`config.mk`:
```
export PLATFORM = sky130hd
export DESIGN_NAME = flash_cmd_fsm
export DESIGN_NICKNAME = d
export VERILOG_FILES = /design/src/rtl/flash_cmd_pkg.sv /design/src/rtl/flash_bus_capture.sv /design/src/rtl/flash_seq_decoder.sv /design/src/rtl/flash_erase_timer.sv /design/src/rtl/flash_cell_array.sv /design/src/rtl/flash_cmd_fsm.sv
export SDC_FILE = /design/constraint.sdc
export NUM_CORES = 1
export LEC_CHECK = 0
export BUFFER_PORTS_ARGS = -buffer_cell sky130_fd_sc_hd__buf_2
export CORE_MARGIN = 3
export CORE_UTILIZATION = 31
export DETAILED_ROUTE_END_ITERATION = 16
export GPL_TIMING_DRIVEN = 0
export HOLD_SLACK_MARGIN = 0.15
export PLACE_DENSITY = 0.44
export SYNTH_ARGS = -nofsm -noshare
export SYNTH_HDL_FRONTEND = slang
export SYNTH_SLANG_ARGS = --single-unit
```
`constraint.sdc`:
```
create_clock -name clk -period 2.1 [get_ports clk]
set_input_delay 0.105 -clock clk [delete_from_list [all_inputs] [get_ports clk]]
set_output_delay 0.105 -clock clk [all_outputs]
set_load 0.01 [all_outputs]
```
`src/rtl/flash_cmd_pkg.sv`:
```
package flash_cmd_pkg;
  localparam logic [15:0] WORD_UL1 = 16'h5555;
  localparam logic [15:0] WORD_UL2 = 16'h2AAA;
  localparam logic [15:0] BYTE_UL1 = 16'hAAAA;
  localparam logic [15:0] BYTE_UL2 = 16'h5555;
  localparam logic [7:0]  D_KEY1   = 8'hAA;
  localparam logic [7:0]  D_KEY2   = 8'h55;
  localparam logic [7:0]  OP_PROG  = 8'hA0;
  localparam logic [7:0]  OP_IDENT = 8'h90;
  localparam logic [7:0]  OP_ESET  = 8'h80;
  localparam logic [7:0]  OP_ABORT = 8'hF0;
  localparam logic [7:0]  OP_CHIP  = 8'h10;
  localparam logic [7:0]  OP_SECT  = 8'h30;

  typedef enum logic [2:0] {
    ST_IDLE, ST_K1, ST_K2, ST_PDATA, ST_ESET, ST_EK1, ST_EK2
  } seq_state_t;
endpackage

```
`src/rtl/flash_bus_capture.sv`:
```
module flash_bus_capture #(
  parameter int ADDR_W = 16,
  parameter int DATA_W = 8
) (
  input  logic              clk,
  input  logic              rst_n,
  input  logic              ce_n,
  input  logic              we_n,
  input  logic [ADDR_W-1:0] addr,
  input  logic [DATA_W-1:0] data,
  output logic              commit,
  output logic [ADDR_W-1:0] c_addr,
  output logic [DATA_W-1:0] c_data
);
  logic act, act_q, act_qq;
  assign act = ~ce_n & ~we_n;

  always_ff @(posedge clk or negedge rst_n) begin
    if (!rst_n) begin
      act_q  <= 1'b0;
      act_qq <= 1'b0;
      c_addr <= '0;
      c_data <= '0;
    end else begin
      act_q  <= act;
      act_qq <= act_q;
      if (act) begin
        c_addr <= addr;
        c_data <= data;
      end
    end
  end

  assign commit = act_qq & ~act_q;
endmodule

```
`src/rtl/flash_seq_decoder.sv`:
```
module flash_seq_decoder
  import flash_cmd_pkg::*;
#(
  parameter int ADDR_W = 16,
  parameter int DATA_W = 8
) (
  input  logic              clk,
  input  logic              rst_n,
  input  logic              byte_mode,
  input  logic              busy,
  input  logic              commit,
  input  logic [ADDR_W-1:0] c_addr,
  input  logic [DATA_W-1:0] c_data,
  output logic              prog_we,
  output logic              chip_erase,
  output logic              sect_erase,
  output logic              ident_mode
);
  seq_state_t st, nxt;
  logic [15:0] a16, ul1, ul2;
  logic [7:0]  d8;
  logic        id_set, id_clr;

  assign a16 = c_addr[15:0];
  assign d8  = c_data[7:0];
  assign ul1 = byte_mode ? BYTE_UL1 : WORD_UL1;
  assign ul2 = byte_mode ? BYTE_UL2 : WORD_UL2;

  always_comb begin
    nxt = st;
    prog_we = 1'b0;
    chip_erase = 1'b0;
    sect_erase = 1'b0;
    id_set = 1'b0;
    id_clr = 1'b0;
    if (commit && !busy) begin
      if (st != ST_PDATA && d8 == OP_ABORT) begin
        nxt = ST_IDLE;
        id_clr = 1'b1;
      end else begin
        nxt = ST_IDLE;
        case (st)
          ST_IDLE: if (a16 == ul1 && d8 == D_KEY1) nxt = ST_K1;
          ST_K1:   if (a16 == ul2 && d8 == D_KEY2) nxt = ST_K2;
          ST_K2:   if (a16 == ul1) begin
            if (d8 == OP_PROG) nxt = ST_PDATA;
            else if (d8 == OP_ESET) nxt = ST_ESET;
            else if (d8 == OP_IDENT) id_set = 1'b1;
          end
          ST_PDATA: prog_we = 1'b1;
          ST_ESET: if (a16 == ul1 && d8 == D_KEY1) nxt = ST_EK1;
          ST_EK1:  if (a16 == ul2 && d8 == D_KEY2) nxt = ST_EK2;
          ST_EK2: begin
            if (d8 == OP_CHIP && a16 == ul1) chip_erase = 1'b1;
            else if (d8 == OP_SECT) sect_erase = 1'b1;
          end
          default: nxt = ST_IDLE;
        endcase
      end
    end
  end

  always_ff @(posedge clk or negedge rst_n) begin
    if (!rst_n) begin
      st <= ST_IDLE;
      ident_mode <= 1'b0;
    end else begin
      st <= nxt;
      if (id_clr) ident_mode <= 1'b0;
      else if (id_set) ident_mode <= 1'b1;
    end
  end
endmodule

```
`src/rtl/flash_erase_timer.sv`:
```
module flash_erase_timer #(
  parameter int ERASE_CYCLES = 64
) (
  input  logic clk,
  input  logic rst_n,
  input  logic start,
  output logic busy,
  output logic done
);
  localparam int CNT_W = $clog2(ERASE_CYCLES + 1);
  localparam logic [CNT_W-1:0] LAST = CNT_W'(ERASE_CYCLES - 1);
  logic [CNT_W-1:0] cnt;

  assign done = busy && (cnt == LAST);

  always_ff @(posedge clk or negedge rst_n) begin
    if (!rst_n) begin
      busy <= 1'b0;
      cnt  <= '0;
    end else if (start && !busy) begin
      busy <= 1'b1;
      cnt  <= '0;
    end else if (busy) begin
      if (done) busy <= 1'b0;
      cnt <= cnt + 1'b1;
    end
  end
endmodule

```
`src/rtl/flash_cell_array.sv`:
```
module flash_cell_array #(
  parameter int ARR_AW = 4,
  parameter int DATA_W = 8,
  parameter int SECT_W = 2
) (
  input  logic              clk,
  input  logic              rst_n,
  input  logic              we,
  input  logic [ARR_AW-1:0] waddr,
  input  logic [DATA_W-1:0] wdata,
  input  logic              fill,
  input  logic              fill_all,
  input  logic [SECT_W-1:0] fill_sect,
  input  logic [ARR_AW-1:0] raddr,
  output logic [DATA_W-1:0] rdata
);
  localparam int DEPTH = 1 << ARR_AW;
  localparam int SSHIFT = ARR_AW - SECT_W;
  logic [DATA_W-1:0] cells [DEPTH];

  for (genvar i = 0; i < DEPTH; i++) begin : g_cell
    localparam logic [SECT_W-1:0] MY_SECT = SECT_W'(i >> SSHIFT);
    always_ff @(posedge clk or negedge rst_n) begin
      if (!rst_n) cells[i] <= '1;
      else if (fill && (fill_all || fill_sect == MY_SECT)) cells[i] <= '1;
      else if (we && waddr == ARR_AW'(i)) cells[i] <= cells[i] & wdata;
    end
  end

  assign rdata = cells[raddr];
endmodule

```
`src/rtl/flash_cmd_fsm.sv`:
```
module flash_cmd_fsm #(
  parameter int ADDR_W = 16,
  parameter int DATA_W = 8,
  parameter int ARR_AW = 4,
  parameter int SECT_W = 2,
  parameter int ERASE_CYCLES = 64,
  parameter logic [7:0] MFR_ID = 8'h40,
  parameter logic [7:0] DEV_ID = 8'hB3
) (
  input  logic              clk,
  input  logic              rst_n,
  input  logic              byte_mode,
  input  logic              ce_n,
  input  logic              we_n,
  input  logic [ADDR_W-1:0] wr_addr,
  input  logic [DATA_W-1:0] wr_data,
  input  logic              rd_en,
  input  logic [ADDR_W-1:0] rd_addr,
  output logic              rd_valid,
  output logic [DATA_W-1:0] rd_data,
  output logic              busy
);
  logic              commit, prog_we, chip_erase, sect_erase, ident_mode;
  logic              er_start, er_done, er_all, tog;
  logic [ADDR_W-1:0] c_addr;
  logic [DATA_W-1:0] c_data, arr_rdata;
  logic [SECT_W-1:0] er_sect;

  flash_bus_capture #(.ADDR_W(ADDR_W), .DATA_W(DATA_W)) u_cap (
    .clk(clk), .rst_n(rst_n), .ce_n(ce_n), .we_n(we_n), .addr(wr_addr),
    .data(wr_data), .commit(commit), .c_addr(c_addr), .c_data(c_data));

  flash_seq_decoder #(.ADDR_W(ADDR_W), .DATA_W(DATA_W)) u_dec (
    .clk(clk), .rst_n(rst_n), .byte_mode(byte_mode), .busy(busy),
    .commit(commit), .c_addr(c_addr), .c_data(c_data), .prog_we(prog_we),
    .chip_erase(chip_erase), .sect_erase(sect_erase), .ident_mode(ident_mode));

  assign er_start = chip_erase | sect_erase;

  flash_erase_timer #(.ERASE_CYCLES(ERASE_CYCLES)) u_tmr (
    .clk(clk), .rst_n(rst_n), .start(er_start), .busy(busy), .done(er_done));

  always_ff @(posedge clk or negedge rst_n) begin
    if (!rst_n) begin
      er_all  <= 1'b0;
      er_sect <= '0;
    end else if (er_start && !busy) begin
      er_all  <= chip_erase;
      er_sect <= c_addr[ARR_AW-1 -: SECT_W];
    end
  end

  flash_cell_array #(.ARR_AW(ARR_AW), .DATA_W(DATA_W), .SECT_W(SECT_W)) u_arr (
    .clk(clk), .rst_n(rst_n), .we(prog_we), .waddr(c_addr[ARR_AW-1:0]),
    .wdata(c_data), .fill(er_done), .fill_all(er_all), .fill_sect(er_sect),
    .raddr(rd_addr[ARR_AW-1:0]), .rdata(arr_rdata));

  always_ff @(posedge clk or negedge rst_n) begin
    if (!rst_n) begin
      rd_valid <= 1'b0;
      rd_data  <= '0;
      tog      <= 1'b0;
    end else begin
      rd_valid <= rd_en;
      if (er_start && !busy) tog <= 1'b0;
      if (rd_en) begin
        if (busy) begin
          rd_data    <= '0;
          rd_data[6] <= tog;
          tog        <= ~tog;
        end else if (ident_mode) begin
          if (rd_addr[7:0] == 8'h00) rd_data <= DATA_W'(MFR_ID);
          else if (rd_addr[7:0] == 8'h01) rd_data <= DATA_W'(DEV_ID);
          else rd_data <= '0;
        end else begin
          rd_data <= arr_rdata;
        end
      end
    end
  end
endmodule

```
==> results.cfg <==
[clock_network]
clockRootBuffer = clkbuf_16
clk_latency_ps = 440
cts.htree.levels = 4
cts_tree = built
clk_pin_slew_worst_paths_ps = 70
cts_made_buffers = 17
clockBufferDepth = 2
clock_sinks = 179

[cells_and_area]
drive_gt1_share_pct = 38.3
diodes = 0
area_delta_synth_final_pct = 21.7
multi_input_area_sq_um = 3440
regArea_sq_um = 4640
final_cells = 1169
nets = 873
fillCellCount = 2529

[setup_path]
r2r_end = er_sect[0]
crit_type = reg -> reg
cp_max_fo = 10
cp_slowest_cell = dfrtp_1
crit_end = er_sect[0]
rrSetupSlack_ps = 100
cp-start-kind = flip-flop
worstReg2RegStart = u_cap.c_data[3]
crit_path_frequent_cell = and3_1
required_ps = 2420
worstSetupStartpoint = u_cap.c_data[3]
slowest_delay_ps = 560
arrival_ps = 2320
path_cells = nor2_1 > and3_1 > and3_1 > o21a_1 > buf_6 > mux2_4
endpoint_kind = flip-flop
rr_worst_depth = 6

[sta]
max_clock_freq_mhz = 500
final-setup-viol-count = 0
slew_violations = 0
skew_ps = 14.6
finalCritPeriodShare_pct = 95.2
period_minus_slack_ps = 2000
finalHoldViolCount = 0
slew_headroom_pct = 47.2
tightest_slew_ps = 793

[logic_synthesis]
synth-main-ff-cell = dfstp_2
postSynthRegisterBits = 179
synthArstFlopShare_pct = 100
yosysWarnings = 0
avgSynthCellArea_sq_um = 11.2
synth_area_leader_cell = dfstp_2
synth_area_leaders = dfstp_2, dfrtp_1, mux4_2, o21ai_0, nand2_1
synth_seq_area_share_pct = 56.8
synthesis.area_sq_um = 8170
ys_types = 53
yosysTopAreaCellShare_pct = 41.2
synth_commonest_cells = nand2_1, o21ai_0, dfstp_2
syn-num-nets = 776
synth_edf_count = 0
synth_most_common_cell = nand2_1
synth_cells = 729

[global_routing]
gr-total-overflow = 0
use_met2_pct = 28.9
grt_use_total_pct = 18.1
met3_usage_pct = 3.12
use_met1_pct = 25.0
busiest_layer = met2
grt_pass1_vias = 6345
antenna_found_initial = 0
grt_pass1_wl_mm = 38.8
grt_max_degree = 92

[status]
outcome = completed

[floorplanning]
die_x_um = 168
die_h_um = 168
die_area_sq_um = 28300
io_pins = 56
coreArea_sq_um = 25500
initial_core_util_pct = 32.0
rows = 58

[placed_design]
placedCellCount = 1104
hpwl_mm = 17.0
io_buffers = 44
gp_congestion = 0.841

[route]
avgRoutedWirePerCell_um = 21.4
drtAntennaViolNets = 0
dr.pass1.iters = 5
drt-initial-drc-count = 437
via_per_inst = 5.32
drc = 0
vias = 6215
routed_wl_mm = 25.0

[pwr]
p_total_w = 0.00774
power_density_nw_per_um2 = 779
leakage_nw = 4.53
ir_worst_vdd_mv = 0.515

[hold_path]
hp-class = in -> reg

[job]
cap_violations = 0
kinds of logic (layout without fill, tap and decap cells):
kind of cell / after synthesis / in the layout / synth area share, %
AND/OR/NAND/NOR: 242 / 242 / 13.5
AO/OA/AOI/OAI: 179 / 179 / 12.1
flip-flops: 179 / 179 / 56.8
multiplexers: 71 / 71 / 14.4
buffers and inverters: 54 / 164 / 2.85
XOR/XNOR: 3 / 3 / 0.322
adder cells (fa/ha/maj): 1 / 1 / 0.153
critical path: cells and delay by family, from the launching register on:
| kind | cells | cell delay [ps] |
|---|---|---|
| buf+inv | 1 | 140 |
| mux | 1 | 300 |
| flops | 1 | 560 |
| compound gates | 1 | 150 |
| simple gates | 3 | 730 |
timing repair:
item	4_1_cts	5_1_grt
setup buffers	9	1
resized for setup	22	25
hold buffers	26	0
endpoints found under the setup margin	136	103
endpoints found under the hold margin	117	0
pin swaps	4	3
state kept, by name, indices dropped and copies added (netlist names):
name,cells
rd_valid,1
u_cap.c_addr,16
u_dec.st,3
u_arr.cells,128
u_tmr.cnt,7
er_all,1
u_cap.act_qq,1
u_tmr.busy,1
rd_data,8
tog,1
u_cap.act_q,1
er_sect,2
u_dec.ident_mode,1
u_cap.c_data,8
per-stage QoR:
step                setup slack [ps]  hold slack [ps]  cell area, sq um  TNS, ps  utilization, %
CTS                             31.6              151              9870        0            38.7
finish                           100              164              9940        0            38.9
floorplan                       64.4             -191              8170        0               -
global route                   -28.0              188              9940     -199            38.9
global placement               -1860              297              8800  -241640            34.5
detailed placement              -602              178              8840   -47160            34.6
worst min path at each step:
stage	start	endpoint	slack (ps)	depth (start not counted)
after detailed placement	rst_n	u_tmr.cnt[1]	180	1
after CTS	ce_n	u_cap.c_data[1]	150	3
after global placement	rd_en	rd_valid	300	1
final	ce_n	u_cap.c_data[1]	160	3
after floorplan	rst_n	er_all	-190	0
after global routing	ce_n	u_cap.c_data[0]	190	3
layout by cell type (no fill, tap or decap), types with 9 or more instances in the layout:
master         instances
buf_4                  9
mux2i_1               11
nand2_1              154
clkbuf_1              31
nand2_2                9
o21ai_1               12
buf_2                 54
dfrtp_1               48
nor2_1                17
o21ai_0              129
clkbuf_16             17
dlygate4sd3_1         26
mux2_2                24
dfstp_2              128
mux4_2                34
nand3_1                9
layer usage:
| layer | wire [um] | vias to the layer above |
|---|---|---|
| met4 | 601 | 0 |
| met1 | 11300 | 3218 |
| met2 | 11900 | 182 |
| met5 | 0 | - |
| met3 | 1150 | 33 |
| li1 | - | 2782 |
power by group:
| group | leakage, nW | switching (W) | total [W] | internal (W) |
|---|---|---|---|---|
| clock | 0.302 | 0.00139 | 0.00340 | 0.00201 |
| combinational | 2.29 | 0.000462 | 0.000709 | 0.000247 |
| sequential | 1.93 | 0.000100 | 0.00363 | 0.00353 |
| total | 4.53 | 0.00195 | 0.00774 | 0.00579 |
final cells by class:
| type | count | area share (%) |
|---|---|---|
| Buffer | 43 | 1.98 |
| Sequential cell | 179 | 46.7 |
| Inverter | 8 | 0.302 |
| Clock buffer | 25 | 4.98 |
| Tap cell | 330 | 4.15 |
| Multi-Input combinational cell | 496 | 34.6 |
| Clock inverter | 7 | 1.22 |
| Timing Repair Buffer | 81 | 6.09 |
(Power assumes the default switching activity.)
